===== config.mk =====
export PLATFORM = sky130hd
export DESIGN_NAME = serial_eeprom_slave
export DESIGN_NICKNAME = d
export VERILOG_FILES = /design/src/rtl/sesl_pkg.sv /design/src/rtl/sesl_sampler.sv /design/src/rtl/sesl_ptr.sv /design/src/rtl/serial_eeprom_slave.sv
export SDC_FILE = /design/constraint.sdc
export NUM_CORES = 1
export LEC_CHECK = 0
export CORE_UTILIZATION = 55
export DETAILED_ROUTE_END_ITERATION = 8
export GPL_ROUTABILITY_DRIVEN = 1
export PLACE_DENSITY = 0.79
export SYNTH_ARGS = -nofsm -noshare
export SYNTH_HDL_FRONTEND = slang
export SYNTH_SLANG_ARGS = --single-unit

===== constraint.sdc =====
create_clock -name clk -period 4.15 [get_ports clk]
set_input_delay 0.83 -clock clk [delete_from_list [all_inputs] [get_ports clk]]
set_output_delay 0.83 -clock clk [all_outputs]
set_load 0.02 [all_outputs]

===== src/rtl/sesl_pkg.sv =====
`timescale 1ns/1ps
package sesl_pkg;
  localparam logic [3:0] DEV_CODE = 4'b1010;

  typedef enum logic [2:0] {
    ST_IDLE,
    ST_RX,
    ST_ACK,
    ST_TX,
    ST_RACK
  } sesl_state_e;

  typedef enum logic [1:0] {
    ROLE_CTRL,
    ROLE_ADDR,
    ROLE_DATA
  } sesl_role_e;
endpackage


===== src/rtl/sesl_sampler.sv =====
`timescale 1ns/1ps
module sesl_sampler #(
  parameter int SYNC_STAGES = 2
) (
  input  logic clk,
  input  logic rst_n,
  input  logic scl_i,
  input  logic sda_i,
  output logic scl_lvl,
  output logic sda_lvl,
  output logic scl_rise,
  output logic scl_fall,
  output logic scl_low2,
  output logic start_ev,
  output logic stop_ev
);
  logic [SYNC_STAGES-1:0] scl_sync;
  logic [SYNC_STAGES-1:0] sda_sync;
  logic                   scl_prev;
  logic                   sda_prev;

  // bus idles high, so every stage resets to 1
  always_ff @(posedge clk or negedge rst_n) begin
    if (!rst_n) begin
      scl_sync <= '1;
      sda_sync <= '1;
      scl_prev <= 1'b1;
      sda_prev <= 1'b1;
    end else begin
      scl_sync <= {scl_sync[SYNC_STAGES-2:0], scl_i};
      sda_sync <= {sda_sync[SYNC_STAGES-2:0], sda_i};
      scl_prev <= scl_sync[SYNC_STAGES-1];
      sda_prev <= sda_sync[SYNC_STAGES-1];
    end
  end

  assign scl_lvl  = scl_sync[SYNC_STAGES-1];
  assign sda_lvl  = sda_sync[SYNC_STAGES-1];
  assign scl_rise = scl_lvl & ~scl_prev;
  assign scl_fall = ~scl_lvl & scl_prev;
  assign scl_low2 = ~scl_lvl & ~scl_prev;
  assign start_ev = scl_lvl & scl_prev & sda_prev & ~sda_lvl;
  assign stop_ev  = scl_lvl & scl_prev & ~sda_prev & sda_lvl;
endmodule


===== src/rtl/sesl_ptr.sv =====
`timescale 1ns/1ps
module sesl_ptr #(
  parameter  int BLK_BITS  = 1,
  parameter  int PAGE_BITS = 4,
  localparam int AW        = 8 + BLK_BITS
) (
  input  logic                clk,
  input  logic                rst_n,
  input  logic                set_blk,
  input  logic [BLK_BITS-1:0] blk_i,
  input  logic                set_low,
  input  logic [7:0]          low_i,
  input  logic                inc_page,
  input  logic                inc_seq,
  output logic [AW-1:0]       ptr_o
);
  localparam logic [PAGE_BITS-1:0] PG_ONE = PAGE_BITS'(1);
  localparam logic [AW-1:0]        AW_ONE = AW'(1);

  logic [AW-1:0] ptr_q;

  always_ff @(posedge clk or negedge rst_n) begin
    if (!rst_n) begin
      ptr_q <= '0;
    end else begin
      if (set_blk) ptr_q[AW-1:8] <= blk_i;
      if (set_low) ptr_q[7:0] <= low_i;
      // page writes wrap inside the page, reads run across the whole array
      if (inc_page) ptr_q[PAGE_BITS-1:0] <= ptr_q[PAGE_BITS-1:0] + PG_ONE;
      if (inc_seq) ptr_q <= ptr_q + AW_ONE;
    end
  end

  assign ptr_o = ptr_q;
endmodule


===== src/rtl/serial_eeprom_slave.sv =====
`timescale 1ns/1ps
module serial_eeprom_slave
  import sesl_pkg::*;
#(
  parameter  int NUM_BLOCKS  = 2,
  parameter  int PAGE_BITS   = 4,
  parameter  int SYNC_STAGES = 2,
  localparam int BLK_BITS    = $clog2(NUM_BLOCKS),
  localparam int AW          = 8 + BLK_BITS
) (
  input  logic          clk,
  input  logic          rst_n,
  input  logic          scl_i,
  input  logic          sda_i,
  output logic          sda_pull_o,
  input  logic          busy_i,
  output logic          wr_valid_o,
  input  logic          wr_ready_i,
  output logic [AW-1:0] wr_addr_o,
  output logic [7:0]    wr_data_o,
  output logic [AW-1:0] rd_addr_o,
  input  logic [7:0]    rd_data_i,
  output logic          commit_o
);
  logic scl_lvl, sda_lvl, scl_rise, scl_fall, scl_low2, start_ev, stop_ev;

  sesl_sampler #(.SYNC_STAGES(SYNC_STAGES)) u_sampler (
    .clk      (clk),
    .rst_n    (rst_n),
    .scl_i    (scl_i),
    .sda_i    (sda_i),
    .scl_lvl  (scl_lvl),
    .sda_lvl  (sda_lvl),
    .scl_rise (scl_rise),
    .scl_fall (scl_fall),
    .scl_low2 (scl_low2),
    .start_ev (start_ev),
    .stop_ev  (stop_ev)
  );

  sesl_state_e state_q;
  sesl_role_e  role_q;
  logic [3:0]  bit_q;
  logic [7:0]  rx_sr;
  logic [7:0]  tx_sr;
  logic        rw_q, ack_q, wr_valid_q, taken_q, wrote_q, commit_q, mack_q, pull_q;

  logic [7:0]    rx_next;
  logic          byte_end, handshake, byte_ok, pull_want;
  logic          set_blk, set_low, inc_page, inc_seq;
  logic [AW-1:0] ptr;
  logic          is_ctrl_role, in_rx_state;

  assign rx_next   = {rx_sr[6:0], sda_lvl};
  assign handshake = wr_valid_q & wr_ready_i;
  assign byte_end  = (state_q == ST_RX) && scl_fall && (bit_q == 4'd8);

  // acknowledge decision, taken on the falling SCL edge after bit eight
  always_comb begin
    unique case (role_q)
      ROLE_CTRL: byte_ok = (rx_sr[7:4] == DEV_CODE) && !busy_i;
      ROLE_ADDR: byte_ok = !busy_i;
      default:   byte_ok = !busy_i && (taken_q || handshake);
    endcase
  end

  assign set_blk  = byte_end && (role_q == ROLE_CTRL) && byte_ok;
  assign set_low  = byte_end && (role_q == ROLE_ADDR) && byte_ok;
  assign inc_page = byte_end && (role_q == ROLE_DATA) && byte_ok;
  assign inc_seq  = (state_q == ST_RACK) && scl_rise;

  sesl_ptr #(.BLK_BITS(BLK_BITS), .PAGE_BITS(PAGE_BITS)) u_ptr (
    .clk      (clk),
    .rst_n    (rst_n),
    .set_blk  (set_blk),
    .blk_i    (rx_sr[1 +: BLK_BITS]),
    .set_low  (set_low),
    .low_i    (rx_sr),
    .inc_page (inc_page),
    .inc_seq  (inc_seq),
    .ptr_o    (ptr)
  );

  always_ff @(posedge clk or negedge rst_n) begin
    if (!rst_n) begin
      state_q    <= ST_IDLE;
      role_q     <= ROLE_CTRL;
      bit_q      <= '0;
      rx_sr      <= '0;
      tx_sr      <= '1;
      rw_q       <= 1'b0;
      ack_q      <= 1'b0;
      wr_valid_q <= 1'b0;
      taken_q    <= 1'b0;
      wrote_q    <= 1'b0;
      commit_q   <= 1'b0;
      mack_q     <= 1'b0;
    end else begin
      commit_q <= 1'b0;
      if (handshake) begin
        wr_valid_q <= 1'b0;
        taken_q    <= 1'b1;
        wrote_q    <= 1'b1;
      end
      if (start_ev) begin
        state_q    <= ST_RX;
        role_q     <= ROLE_CTRL;
        bit_q      <= '0;
        ack_q      <= 1'b0;
        wr_valid_q <= 1'b0;
        taken_q    <= 1'b0;
      end else if (stop_ev) begin
        state_q    <= ST_IDLE;
        commit_q   <= wrote_q | handshake;
        wrote_q    <= 1'b0;
        ack_q      <= 1'b0;
        wr_valid_q <= 1'b0;
        taken_q    <= 1'b0;
      end else begin
        unique case (state_q)
          ST_RX: begin
            if (scl_rise && bit_q != 4'd8) begin
              rx_sr <= rx_next;
              bit_q <= bit_q + 4'd1;
              if (bit_q == 4'd7 && role_q == ROLE_DATA && !busy_i) wr_valid_q <= 1'b1;
            end
            if (byte_end) begin
              ack_q      <= byte_ok;
              bit_q      <= '0;
              taken_q    <= 1'b0;
              wr_valid_q <= 1'b0;
              if (role_q == ROLE_CTRL) rw_q <= rx_sr[0];
              state_q <= byte_ok ? ST_ACK : ST_IDLE;
            end
          end
          ST_ACK: begin
            if (scl_fall) begin
              ack_q <= 1'b0;
              bit_q <= '0;
              if (role_q == ROLE_CTRL && rw_q) begin
                state_q <= ST_TX;
                tx_sr   <= rd_data_i;
              end else begin
                state_q <= ST_RX;
                role_q  <= (role_q == ROLE_CTRL) ? ROLE_ADDR : ROLE_DATA;
              end
            end
          end
          ST_TX: begin
            if (scl_fall) begin
              if (bit_q == 4'd7) begin
                state_q <= ST_RACK;
              end else begin
                tx_sr <= {tx_sr[6:0], 1'b1};
                bit_q <= bit_q + 4'd1;
              end
            end
          end
          ST_RACK: begin
            if (scl_rise) mack_q <= ~sda_lvl;
            if (scl_fall) begin
              bit_q <= '0;
              if (mack_q) begin
                state_q <= ST_TX;
                tx_sr   <= rd_data_i;
              end else begin
                state_q <= ST_IDLE;
              end
            end
          end
          default: ;
        endcase
      end
    end
  end

  // output moves only once SCL has been low for two samples
  assign pull_want = ((state_q == ST_ACK) && ack_q) || ((state_q == ST_TX) && !tx_sr[7]);

  always_ff @(posedge clk or negedge rst_n) begin
    if (!rst_n) pull_q <= 1'b0;
    else if (scl_low2) pull_q <= pull_want;
  end

  assign is_ctrl_role = (role_q == ROLE_CTRL);
  assign in_rx_state  = (state_q == ST_RX);

  assign sda_pull_o = pull_q;
  assign wr_valid_o = wr_valid_q;
  assign wr_addr_o  = ptr;
  assign wr_data_o  = rx_sr;
  assign rd_addr_o  = ptr;
  assign commit_o   = commit_q;
endmodule


# After elaboration in Yosys (flattened, before gate mapping)
# Index checks and enable logic that the tools add are counted.
dict set report word_totals {
  reg_bits 48
  input_bits 14
  out_inout_bits 29
}
dict set report op_classes {
  n_addsub 3
  eq_ne 27
  n_mux 59
  n_bitwise 16
  n_reduce_logical 40
}
# op count
set ops {}
lappend ops {{$mux 8} 7}
lappend ops {{$mux 4} 8}
lappend ops {{$ne 4x4->1 const B} 6}
lappend ops {{$pmux 8 s3} 1}
lappend ops {{$mux 1} 22}
lappend ops {{$mux 3} 7}
lappend ops {{$mux 2} 9}
lappend ops {{$logic_and 1x1->1} 17}
lappend ops {{$ne 2x2->1 const B} 8}
lappend ops {{$pmux 3 s4} 1}
lappend ops {{$pmux 4 s3} 1}
lappend ops {{$reduce_and 4->1} 3}
lappend ops {{$reduce_and 6->1} 2}
lappend ops {{$add 9x1->9 const B} 1}
lappend ops {{$and 1x1->1} 9}
lappend ops {{$mux 9} 1}
lappend ops {{$reduce_and 9->1} 1}
lappend ops {{$add 4x1->4 const B} 2}
lappend ops {{$eq 4x4->1 const B} 2}
lappend ops {{$reduce_bool 2->1} 4}
lappend ops {{$reduce_bool 4->1} 2}
lappend ops {{$eq 3x2->1 const B} 2}
lappend ops {{$ne 3x3->1 const B} 2}
lappend ops {{$not 1->1} 6}
lappend ops {{17 further kinds} 21}

# Logic depth before layout (Yosys ltp)
dict set report logic_depth {
  word_depth 9
  mapped_depth 8
}

# Cells and area by module
# Synthesis repeated with hierarchy kept, for this count alone.
dict set report unflattened {
  cells_unflattened 252
  hier_area_um2 2617.5
}
# module instances cells_each area_per_inst_um2
set modules_own_cells {}
lappend modules_own_cells {serial_eeprom_slave 1 181 1855.5}
lappend modules_own_cells {sesl_ptr 1 60 568.0}
lappend modules_own_cells {sesl_sampler 1 11 193.9}

# Worst setup path before layout
# Ideal clock, no wire load.
dict set report synth_timing {
  path_type {input port to flip-flop}
  startpoint {input port wr_ready_i}
  endpoint {register u_ptr.ptr_q[2] (netlist: u_ptr.ptr_o[2])}
  t_arrival_ps 1918
  required_ps 4074
  setup_slack_ps 2156
  stages 5
  cell_sequence {a21oi_1 -> or3_1 -> o21ai_4 -> mux2_1 -> o21ai_1}
}
dict set report synth_via {
  elab_chain_cells 7
  elab_cells_between_ends 9
  cone_classes {mux: 3; bitwise: 1; reduce/logical: 5}
}
# element line
set synth_lines {}
lappend synth_lines {{from (decl)} serial_eeprom_slave.sv:18} ;# input logic wr_ready_i,
lappend synth_lines {{$and 1x1->1 *} serial_eeprom_slave.sv:55} ;# assign handshake = wr_valid_q & wr_ready_i;
lappend synth_lines {{$logic_or 1x1->1 *} serial_eeprom_slave.sv:63} ;# default: byte_ok = !busy_i && (taken_q || handshake);
lappend synth_lines {{$logic_and 1x1->1 *} serial_eeprom_slave.sv:63}
lappend synth_lines {{$pmux 1 s2 *} serial_eeprom_slave.sv:60} ;# unique case (role_q)
lappend synth_lines {{$logic_and 1x1->1} serial_eeprom_slave.sv:69} ;# assign inc_page = byte_end && (role_q == ROLE_DATA) && byte_ok;
lappend synth_lines {{$mux 4} sesl_ptr.sv:29} ;# if (inc_page) ptr_q[PAGE_BITS-1:0] <= ptr_q[PAGE_BITS-1:0] + PG_ONE;
lappend synth_lines {{$mux 9} sesl_ptr.sv:30} ;# if (inc_seq) ptr_q <= ptr_q + AW_ONE;
lappend synth_lines {{to (signal assigned)} sesl_ptr.sv:27} ;# if (set_low) ptr_q[7:0] <= low_i;
lappend synth_lines {{to (signal, indexed assignment)} sesl_ptr.sv:29}
lappend synth_lines {{to (signal assigned)} sesl_ptr.sv:30}
lappend synth_lines {{to (decl)} sesl_ptr.sv:20} ;# logic [AW-1:0] ptr_q;
# Every way passes the cells marked *; elsewhere a longest branch is shown, timed or not.
# A chain may end at the register's enable or synchronous reset.

# Worst setup path after layout
dict set report layout_timing {
  startpoint {register state_q[0]}
  endpoint {register u_ptr.ptr_q[5] (netlist: u_ptr.ptr_o[5])}
}
dict set report layout_via {
  elab_chain_cells 6
  elab_cells_between_ends 9
  cone_classes {eq/ne: 2; mux: 1; reduce/logical: 6}
}
# element line
set layout_lines {}
lappend layout_lines {{from (decl)} serial_eeprom_slave.sv:41} ;# sesl_state_e state_q;
lappend layout_lines {{from (signal assigned)} serial_eeprom_slave.sv:133} ;# state_q <= byte_ok ? ST_ACK : ST_IDLE;
lappend layout_lines {{$eq 3x1->1} serial_eeprom_slave.sv:56} ;# assign byte_end = (state_q == ST_RX) && scl_fall && (bit_q == 4'd8);
lappend layout_lines {{$logic_and 1x1->1 (2 in a row)} serial_eeprom_slave.sv:56}
lappend layout_lines {{$logic_and 1x1->1 (2 in a row)} serial_eeprom_slave.sv:68} ;# assign set_low = byte_end && (role_q == ROLE_ADDR) && byte_ok;
lappend layout_lines {{$reduce_bool 2->1 (no source line)} -}
# Several ways; a longest one is shown, not always the timed one.

==> results.txt <==
Clock Tree Buf Depth -> 2
syn_nets -> 271
max-slew violations -> 0
fin cells -> 354
total clock sinks -> 48
leading area contributor after synthesis -> dfrtp_1
switching part of the total power -> 35.69%
worst vdd ir -> 293.2 µV
Period Utilization, post-route -> 56.96%
fin crit period -> 2.364 ns
total net switching power -> 661.5 µW
largest delay contributor family on the critical path -> simple AND/OR/NAND/NOR gates
Combinational Power Share -> 37.9%
Arr. time, crit path -> 2.55 ns
Worst Path Class, Setup -> flip-flop to flip-flop
layout cells sized above 1 -> 21.95%
Routed WL -> 5670 µm
placed cells -> 346
Final Skew -> 0.008925 ns
largest net degree at the start of global routing -> 49
Mean Syn Cell Area -> 11.07 µm²
pre-CTS WS -> 1.541 ns
Critical Path End Type -> flip-flop
total CTS buffers -> 5
I/O Buffers -> 42
wire per inst -> 16.02 µm
critical-path maximum fanout -> 21
critical path's largest stage delay -> 0.89 ns
Clock power frac -> 18.1%
postcts setup bufs -> 0
Leak -> 0.001443 µW
# resized after CTS -> 0
Initial DRC Count -> 143
CTS Root Cell -> clkbuf_8
Clock transition at path regs -> 0.09 ns
CTS tree -> built
Hold Crit Depth -> 0
fillcell total -> 384
cells along the critical path -> nor3b_4 -> and4_1 -> nor2_1 -> o21ai_1 -> o211ai_1
Starting Density -> 58.39%
buffer and inverter count on the worst path -> 0
Via Count -> 2083
slowest CP cell -> dfrtp_1
diode count -> 0
Die Ht -> 73.51 µm
area fraction of the dominant cell type after synthesis -> 30.25%
worst setup slack after layout -> 1.786 ns
vias in the first global route -> 1973
CTS H-tree depth -> 2
number of routed nets with antenna violations -> 0
Die W -> 73.51 µm
synth warn -> 0
asr flop ratio synth -> 100.0%
fmax -> 423.0 MHz
post-synthesis cell count -> 254
first-pass GRT wire length -> 9515 µm
die footprint -> 5404 µm²
Final Hold Vio Count -> 0
P_int -> 1192 µW
register area share after synthesis -> 43.33%
Syn-to-layout area delta -> 16.95%
pwr/cell area -> 563.5 nW/µm²
initial antenna violation count -> 0
# rows -> 25
drt pass-1 iters -> 4
Core ar. -> 4817 µm²
critical path depth -> 5
Primary FF master, synth -> dfrtp_1
gpl congestion -> 0.8777
Worst-Skew Late Latency -> 0.30 ns
Hold-fix buffers, CTS -> 0
status -> complete, no violations
RSZ-0062 raised after global routing -> no
part of the power in registers -> 44.0%
Mapped Area -> 2813 µm²
I/O pins -> 43
Hold Path Class -> flip-flop to flip-flop
Slew @ Worst Pin -> 1.041 ns
R2R Setup Slk -> 1.79 ns
FF+latch count, synth -> 48
path depth of the worst reg2reg path -> 5
total grt overflow -> 0
Final setup violation count -> 0
Rel. slew slack -> 30.57%
count leader, synth -> dfrtp_1
top cells by count, synth -> 34 x dfrtp_1, 17 x nand2_1, 15 x mux2_4
Total Routing Usage GR -> 23.22%
Worst Path Required -> 4.33 ns
DP HPWL -> 3940 µm
vias per std cell -> 5.884
Final Net Count -> 303
synth top area cells -> dfrtp_1 30%, dfstp_2 13%, mux2_4 8.0%, mux2_2 3.6%, buf_4 3.5%
synth unique cells -> 67
Post-synth EDFFs -> 0
Final TNS setup -> 0 ns
Max-Cap Viols -> 0
Setup crit start kind -> flip-flop
Residual DRC -> 0
==> state kept, by name (all words and copies together), names as in the netlist, 2 cells and up <==
signal,flops
role_q,2
u_ptr.ptr_o,9
u_sampler.sda_sync,2
bit_q,4
u_sampler.scl_sync,2
state_q,3
wr_data_o,8
tx_sr,8
==> metrics by stage <==
step	hold slack [ns]	utilization (%)	total power, µW	cell area [µm²]
2_1_floorplan	0.3452	-	1278	2813
3_3_place_gp	0.3458	66.05	1500	3182
3_5_place_dp	0.3479	66.05	1521	3182
4_1_cts	0.3610	68.29	1866	3289
5_1_grt	0.3625	68.29	1962	3289
6_report	0.3580	68.29	1853	3289
==> layout make-up <==
cell class | instances | area, µm² | share of cell area, %
clock buffer | 6 | 72.57 | 2.206
tap | 67 | 83.83 | 2.549
clock inverter | 2 | 35.03 | 1.065
multi-input combinational | 181 | 1434 | 43.59
inverter | 8 | 30.03 | 0.9129
timing repair buffer | 42 | 415.4 | 12.63
sequential | 48 | 1219 | 37.05
==> worst reg2reg max path: stages, from the launching register on <==
cell and delay (ns):
dfrtp_1 0.89, nor3b_4 0.43, and4_1 0.52, nor2_1 0.16
o21ai_1 0.16, o211ai_1 0.09
==> power by group through the flow <==
| stage | logic [µW] | registers (µW) | clock network (µW) |
|---|---|---|---|
| CTS | 707 | 814 | 346 |
| floorplan | 459 | 819 | 0 |
| global route | 760 | 842 | 360 |
| global placement | 687 | 813 | 0 |
| detailed placement | 704 | 817 | 0 |
| finish | 702 | 815 | 336 |
==> logic make-up after synthesis <==
kind of cell	after synthesis	synth area share, %
simple gates	90	20.33
compound gates	58	15.53
flops	48	43.33
mux	30	13.79
buf+inv	25	5.694
fa+ha+maj	3	1.335
==> routing by layer <==
layer / GRT usage [%] / routed length, µm / vias up
li1: - / - / 986
met3: 4.390 / 287 / 7
met4: 6.410 / 58 / 0
met1: 31.47 / 2646 / 1023
met5: 0 / 0 / -
met2: 38.12 / 2678 / 67
==> worst paths after layout <==
| path | start | to |
|---|---|---|
| worst min-delay path | u_sampler.scl_sync[0] | u_sampler.scl_sync[1] |
| worst max-delay path | state_q[0] | u_ptr.ptr_o[5] |
| min in group asynchronous | rst_n | bit_q[3] |
| worst min register to register | u_sampler.scl_sync[0] | u_sampler.scl_sync[1] |
| worst max register to register | state_q[0] | u_ptr.ptr_o[5] |
| max in group asynchronous | rst_n | ack_q |
==> cells in the final DEF, fill, tap and decap left out, types with 6 or more instances in the layout <==
cell | synthesis | layout
a21oi_1 | 10 | 10
and3_1 | 6 | 6
clkdlybuf4s50_1 | 0 | 41
dfrtp_1 | 34 | 34
dfstp_2 | 14 | 14
inv_1 | 8 | 8
mux2_2 | 9 | 9
mux2_4 | 15 | 15
nand2_1 | 17 | 17
nor2_1 | 13 | 13
nor2b_1 | 6 | 6
o21ai_0 | 6 | 6
(Power assumes the default switching activity.)
